<file path="src/rtl/ptw_pkg.sv">
package ptw_pkg;

    localparam int VA_W     = 48;
    localparam int PA_W     = 52;
    localparam int PTE_W    = 64;
    localparam int OFF_W    = 12;
    localparam int IDX_W    = 9;
    localparam int LEVELS   = 4;

    // entry bit positions the decoder depends on
    localparam int PTE_PRESENT_BIT = 0;
    localparam int PTE_LARGE_BIT   = 7;

    typedef enum logic [1:0] {
        ST_IDLE  = 2'd0,
        ST_ISSUE = 2'd1,
        ST_WAIT  = 2'd2,
        ST_DONE  = 2'd3
    } walk_state_e;

    typedef enum logic [1:0] {
        SZ_4K = 2'd0,
        SZ_2M = 2'd1,
        SZ_1G = 2'd2
    } page_size_e;

    function automatic logic pte_present(input logic [PTE_W-1:0] e);
        return e[PTE_PRESENT_BIT];
    endfunction

    function automatic logic pte_large(input logic [PTE_W-1:0] e);
        return e[PTE_LARGE_BIT];
    endfunction

endpackage

</file>
<file path="src/rtl/ptw_idx_sel.sv">
module ptw_idx_sel #(
    parameter int VA_W   = ptw_pkg::VA_W,
    parameter int PA_W   = ptw_pkg::PA_W,
    parameter int OFF_W  = ptw_pkg::OFF_W,
    parameter int IDX_W  = ptw_pkg::IDX_W,
    parameter int LEVELS = ptw_pkg::LEVELS,
    localparam int LVL_W = $clog2(LEVELS)
) (
    input  logic [VA_W-1:0]  va,
    input  logic [LVL_W-1:0] level,
    input  logic [PA_W-1:0]  table_base,
    output logic [PA_W-1:0]  entry_addr
);
    localparam int ENT_SH = OFF_W - IDX_W;

    logic [IDX_W-1:0] idx_by_lvl [LEVELS];
    logic [IDX_W-1:0] idx;

    // level 0 takes the highest index field, the last level the lowest
    for (genvar l = 0; l < LEVELS; l++) begin : g_idx
        localparam int LSB = OFF_W + IDX_W * (LEVELS - 1 - l);
        assign idx_by_lvl[l] = va[LSB +: IDX_W];
    end

    assign idx        = idx_by_lvl[level];
    assign entry_addr = {table_base[PA_W-1:OFF_W], idx, {ENT_SH{1'b0}}};

endmodule

</file>
<file path="src/rtl/ptw_pte_decode.sv">
module ptw_pte_decode #(
    parameter int VA_W   = ptw_pkg::VA_W,
    parameter int PA_W   = ptw_pkg::PA_W,
    parameter int PTE_W  = ptw_pkg::PTE_W,
    parameter int OFF_W  = ptw_pkg::OFF_W,
    parameter int IDX_W  = ptw_pkg::IDX_W,
    parameter int LEVELS = ptw_pkg::LEVELS,
    localparam int LVL_W = $clog2(LEVELS)
) (
    input  logic [PTE_W-1:0] pte,
    input  logic [LVL_W-1:0] level,
    input  logic [VA_W-1:0]  va,
    output logic             present,
    output logic             is_leaf,
    output logic [PA_W-1:0]  next_base,
    output logic [PA_W-1:0]  leaf_pa,
    output logic [LVL_W-1:0] leaf_size
);
    import ptw_pkg::*;

    localparam logic [LVL_W-1:0] LAST = LVL_W'(LEVELS - 1);

    logic [PA_W-1:0] pa_by_lvl [LEVELS];
    logic            large_allowed;

    // candidate address for a walk ending at each level; the offset grows
    // by one index field for every level skipped
    for (genvar l = 0; l < LEVELS; l++) begin : g_leaf
        localparam int OW = OFF_W + IDX_W * (LEVELS - 1 - l);
        if (l == 0) begin : g_top
            assign pa_by_lvl[l] = '0;
        end else begin : g_lower
            assign pa_by_lvl[l] = {pte[PA_W-1:OW], va[OW-1:0]};
        end
    end

    always_comb begin
        large_allowed = (level != '0) && (level != LAST);
        present       = pte_present(pte);
        is_leaf       = present && ((level == LAST) || (pte_large(pte) && large_allowed));
        next_base     = {pte[PA_W-1:OFF_W], {OFF_W{1'b0}}};
        leaf_pa       = pa_by_lvl[level];
        leaf_size     = LAST - level;
    end

endmodule

</file>
<file path="src/rtl/ptw_walker.sv">
module ptw_walker #(
    parameter int VA_W   = ptw_pkg::VA_W,
    parameter int PA_W   = ptw_pkg::PA_W,
    parameter int PTE_W  = ptw_pkg::PTE_W,
    parameter int OFF_W  = ptw_pkg::OFF_W,
    parameter int IDX_W  = ptw_pkg::IDX_W,
    parameter int LEVELS = ptw_pkg::LEVELS,
    localparam int LVL_W = $clog2(LEVELS)
) (
    input  logic             clk,
    input  logic             rst,
    input  logic [PA_W-1:0]  root_base,
    input  logic             req_valid,
    input  logic [VA_W-1:0]  req_va,
    output logic             req_ready,
    output logic             resp_valid,
    output logic             resp_fault,
    output logic [LVL_W-1:0] resp_size,
    output logic [PA_W-1:0]  resp_pa,
    output logic             mem_req_valid,
    input  logic             mem_req_ready,
    output logic [PA_W-1:0]  mem_req_addr,
    input  logic             mem_rsp_valid,
    input  logic [PTE_W-1:0] mem_rsp_data
);
    import ptw_pkg::*;

    localparam int CNT_W = $clog2(LEVELS + 1);

    walk_state_e      state;
    logic [LVL_W-1:0] level;
    logic [VA_W-1:0]  va_q;
    logic [PA_W-1:0]  base_q;

    logic             d_present;
    logic             d_leaf;
    logic [PA_W-1:0]  d_next_base;
    logic [PA_W-1:0]  d_leaf_pa;
    logic [LVL_W-1:0] d_size;

    ptw_idx_sel #(
        .VA_W(VA_W), .PA_W(PA_W), .OFF_W(OFF_W), .IDX_W(IDX_W), .LEVELS(LEVELS)
    ) u_idx (
        .va         (va_q),
        .level      (level),
        .table_base (base_q),
        .entry_addr (mem_req_addr)
    );

    ptw_pte_decode #(
        .VA_W(VA_W), .PA_W(PA_W), .PTE_W(PTE_W), .OFF_W(OFF_W),
        .IDX_W(IDX_W), .LEVELS(LEVELS)
    ) u_dec (
        .pte       (mem_rsp_data),
        .level     (level),
        .va        (va_q),
        .present   (d_present),
        .is_leaf   (d_leaf),
        .next_base (d_next_base),
        .leaf_pa   (d_leaf_pa),
        .leaf_size (d_size)
    );

    assign req_ready     = (state == ST_IDLE);
    assign mem_req_valid = (state == ST_ISSUE);
    assign resp_valid    = (state == ST_DONE);

    always_ff @(posedge clk) begin
        if (rst) begin
            state      <= ST_IDLE;
            level      <= '0;
            va_q       <= '0;
            base_q     <= '0;
            resp_fault <= 1'b0;
            resp_size  <= '0;
            resp_pa    <= '0;
        end else begin
            unique case (state)
                ST_IDLE: if (req_valid) begin
                    va_q   <= req_va;
                    base_q <= {root_base[PA_W-1:OFF_W], {OFF_W{1'b0}}};
                    level  <= '0;
                    state  <= ST_ISSUE;
                end
                ST_ISSUE: if (mem_req_ready) begin
                    state <= ST_WAIT;
                end
                ST_WAIT: if (mem_rsp_valid) begin
                    if (!d_present) begin
                        resp_fault <= 1'b1;
                        resp_pa    <= '0;
                        resp_size  <= '0;
                        state      <= ST_DONE;
                    end else if (d_leaf) begin
                        resp_fault <= 1'b0;
                        resp_pa    <= d_leaf_pa;
                        resp_size  <= d_size;
                        state      <= ST_DONE;
                    end else begin
                        base_q <= d_next_base;
                        level  <= level + LVL_W'(1);
                        state  <= ST_ISSUE;
                    end
                end
                ST_DONE: state <= ST_IDLE;
                default: state <= ST_IDLE;
            endcase
        end
    end

    // reads issued in the current walk, kept only for the depth check below
    logic [CNT_W-1:0] rd_seen;
    always_ff @(posedge clk) begin
        if (rst || (req_valid && req_ready)) rd_seen <= '0;
        else if (mem_req_valid && mem_req_ready) rd_seen <= rd_seen + CNT_W'(1);
    end

    p_busy_r8: assert property (@(posedge clk) disable iff (rst)
        (req_valid && req_ready) |=> !req_ready);

    p_idle_quiet_r8: assert property (@(posedge clk) disable iff (rst)
        req_ready |-> (!mem_req_valid && !resp_valid));

    p_hold_r9: assert property (@(posedge clk) disable iff (rst)
        (mem_req_valid && !mem_req_ready) |=> (mem_req_valid && $stable(mem_req_addr)));

    p_pulse_r10: assert property (@(posedge clk) disable iff (rst)
        resp_valid |=> !resp_valid);

    p_fault_clear_r6: assert property (@(posedge clk) disable iff (rst)
        (resp_valid && resp_fault) |-> (resp_pa == '0 && resp_size == '0));

    p_depth_r5: assert property (@(posedge clk) disable iff (rst)
        (resp_valid && !resp_fault) |-> (rd_seen == CNT_W'(LEVELS) - CNT_W'(resp_size)));

endmodule

</file>
<file path="config.mk">
export PLATFORM = sky130hd
export DESIGN_NAME = ptw_walker
export DESIGN_NICKNAME = d
export VERILOG_FILES = /design/src/rtl/ptw_pkg.sv /design/src/rtl/ptw_idx_sel.sv /design/src/rtl/ptw_pte_decode.sv /design/src/rtl/ptw_walker.sv
export SDC_FILE = /design/constraint.sdc
export NUM_CORES = 1
export LEC_CHECK = 0
export BUFFER_PORTS_ARGS = -buffer_cell sky130_fd_sc_hd__buf_2
export CAP_MARGIN = 30
export CORE_MARGIN = 4
export CORE_UTILIZATION = 30
export CTS_CLUSTER_SIZE = 14
export DETAILED_ROUTE_END_ITERATION = 12
export PLACE_DENSITY_LB_ADDON = 0.3
export SLEW_MARGIN = 20
export SYNTH_ARGS = -nofsm -noshare
export SYNTH_HDL_FRONTEND = slang
export SYNTH_SLANG_ARGS = --single-unit
export TNS_END_PERCENT = 5
</file>
<file path="constraint.sdc">
create_clock -name clk -period 3.95 [get_ports clk]
set_input_delay 0.395 -clock clk [delete_from_list [all_inputs] [get_ports clk]]
set_output_delay 0.395 -clock clk [all_outputs]
set_load 0.02 [all_outputs]
</file>
==> summary.md <==
| Metric | Value |
|---|---|
| Initial DRC count | `255` |
| CTS tree | `done` |
| Crit path arrival time | `1.95 ns` |
| Die footprint | `23800 µm²` |
| Vias/cell | `4.91` |
| HP Class | `in2reg` |
| Die Wd | `154 µm` |
| Critical-path cell list | `buf_4 > mux4_2 > buf_2` |
| Commonest non-fill, non-tap cell in the layout | `buf_2` |
| P&R area growth vs syn | `30.9%` |
| Fin Setup TNS | `0 ns` |
| Largest net degree at the start of global routing | `79` |
| PD cells | `451 nW/µm²` |
| Final slew viol count | `0` |
| Required @ worst endpoint | `3.56 ns` |
| Post_cts resized | `0` |
| CP max-delay cell | `mux4_2` |
| Pleak | `3.38 nW` |
| DRT Wirelength | `21700 µm` |
| Antenna Nets Post-Route | `0` |
| GRT Total Usage | `17.6%` |
| Num rows | `53` |
| Overall die height | `154 µm` |
| Top FF cell, synth | `dfxtp_1` |
| Vias in the first global route | `5854` |
| Clock Sinks | `147` |
| Post-CTS Hold Buffers | `0` |
| Period minus WS final | `2.35 ns` |
| Clock Path Buffers | `2` |
| Worst Max-Slew Pin Slew | `0.930 ns` |
| Async SR Flop Fraction | `0%` |
| Tcrit/Tclk final | `59.4%` |
| Delay-heaviest family, CP | `multiplexers` |
| DR vias | `5997` |
| Number of synthesized register bits | `147` |
| I/O pin cnt | `279` |
| Synth warn | `0` |
| Post-CTS Setup Inserts | `0` |
| Status | `finished clean` |
| Wirelength per Cell | `17.8 µm` |
| Endpoints failing setup | `0` |
| Clock skew | `0.0102 ns` |
| Final Hold Viols | `0` |
| CP max FO | `34` |
| Clk_lat worst skew | `0.43 ns` |
| Root Buffer | `clkbuf_16` |
| Sw Ratio | `28.4%` |
| Startpoint types | `flip-flop` |
| P_int | `2.72 mW` |
| Clock power share | `43.5%` |
| F_max | `0.426 GHz` |
| Core Region | `21000 µm²` |
| Synthesized instance count | `731` |
| Number of synthesized flops with an enable pin | `0` |
| CP bufs+invs | `2` |
| Path type of the worst setup path | `reg2out` |
| P_sw | `1.08 mW` |
| Cts bufs inserted | `17` |
| Post-detail-place hpwl | `14900 µm` |
| Setup crit end kind | `output port` |
| Mapped Area | `6430 µm²` |
| Register share of total power | `42.4%` |
| Slew margin rel. | `38.0%` |
| First-pass GRT wire length | `33300 µm` |
| Max IR drop VDD | `275 µV` |
| Post-Syn Area per Cell | `8.79 µm²` |
| Initial Util | `30.6%` |
| Commonest cells after routing, fill and taps aside | `buf_2, a21oi_1, nand2_1` |
| CTS H-Tree Depth | `4` |
| Slowest stage delay, CP | `0.59 ns` |
| NumNets Final | `1103` |
| Max_cap viols | `0` |
| PortBufs | `241` |
| Synth cell types | `32` |
| Combinational share of power | `14.1%` |
| Seq/Total Area, Yosys | `45.8%` |
| Total power draw | `3.80 mW` |
| Initial antenna violation count | `2` |
| Clock slew at reported path FFs | `0.06 ns` |
| RSZ-0062 raised after global routing | `no` |
| GPL Wtd Cong | `0.773` |
| Grt ovf | `0` |
| TritonRoute pass-1 iters | `4` |
| Layout cells sized above 1 | `36.6%` |
| DRC viols | `0` |
==> registers in the layout, summed over array words and instances, names as in the netlist <==
name        cells
resp_size       2
base_q         40
state           2
level           2
resp_pa        52
resp_fault      1
va_q           48
==> through the flow <==
step	hold slack, ns	cell area (µm²)	worst slack [ns]	std cells	util (%)
3_5_place_dp	0.441	7790	1.40	1188	37.1
2_1_floorplan	0.433	6440	2.04	733	-
5_1_grt	0.199	8410	1.46	1222	40.0
6_report	0.207	8410	1.60	1222	40.0
3_3_place_gp	0.436	7770	1.42	1187	37.0
4_1_cts	0.189	8390	1.55	1220	39.9
==> per-layer routing <==
layer  global-route usage [%]  part of all wire [%]
met1                     23.9                    46
met2                     27.4                    46
met3                     4.62                   6.1
met4                     5.85                   2.1
met5                        0                     0
==> cells by family (layout without fill, tap and decap cells) <==
family          count (synthesis)  count (layout)  synth area share [%]
compound gates                210             210                  21.2
fa+ha+maj                       1               1                 0.195
simple gates                  232             232                  15.2
buf+inv                        74             287                  5.49
flops                         147             147                  45.8
other cells                     1               4                0.0583
mux                            66              66                  12.1
==> worst reg2reg max path, stage by stage (launching register included) <==
cell and delay [ns]:
dfxtp_2 0.32, ha_1 0.29, nand2_1 0.15, a21oi_4 0.62, buf_4 0.51, nand3_1 0.16
a21oi_1 0.18
==> synth_stat cells (4+ instances only) <==
cell,count,area share (%)
a211oi_2,39,7.6
a21oi_1,161,13
buf_1,7,0.41
buf_2,21,1.6
buf_6,5,0.88
clkbuf_1,37,2.2
dfxtp_1,147,46
mux2_1,4,0.70
mux2i_1,51,7.9
mux4_2,9,3.2
nand2_1,160,9.3
nand3_1,54,4.2
nor2_1,5,0.29
==> layout make-up <==
class | count | area, µm²
well taps | 275 | 344
diodes | 1 | 2.50
inverters | 1 | 3.75
flip-flops and latches | 147 | 2950
multi-input cells | 512 | 3170
clock inverters | 15 | 171
clock buffers | 17 | 425
fillers | 2131 | 12600
repair buffers | 254 | 1350
==> final timing paths <==
path         depth (start not counted)   startpoint  slack, ns               to
max                                  3     level[0]       1.60  mem_req_addr[3]
min                                  3   req_va[18]       0.21         va_q[18]
max reg2reg                          6     level[0]       1.65       resp_pa[3]
min reg2reg                          2  resp_pa[22]       0.45      resp_pa[22]
==> power by group through the flow <==
| stage | logic, mW | registers [mW] | clock network (mW) |
|---|---|---|---|
| global route | 0.583 | 1.62 | 1.76 |
| finish | 0.535 | 1.61 | 1.65 |
| CTS | 0.540 | 1.61 | 1.70 |
| floorplan | 0.289 | 1.68 | 0 |
| global placement | 0.528 | 1.64 | 0 |
| detailed placement | 0.540 | 1.64 | 0 |
Note: power is estimated with default switching activity, not from simulation.
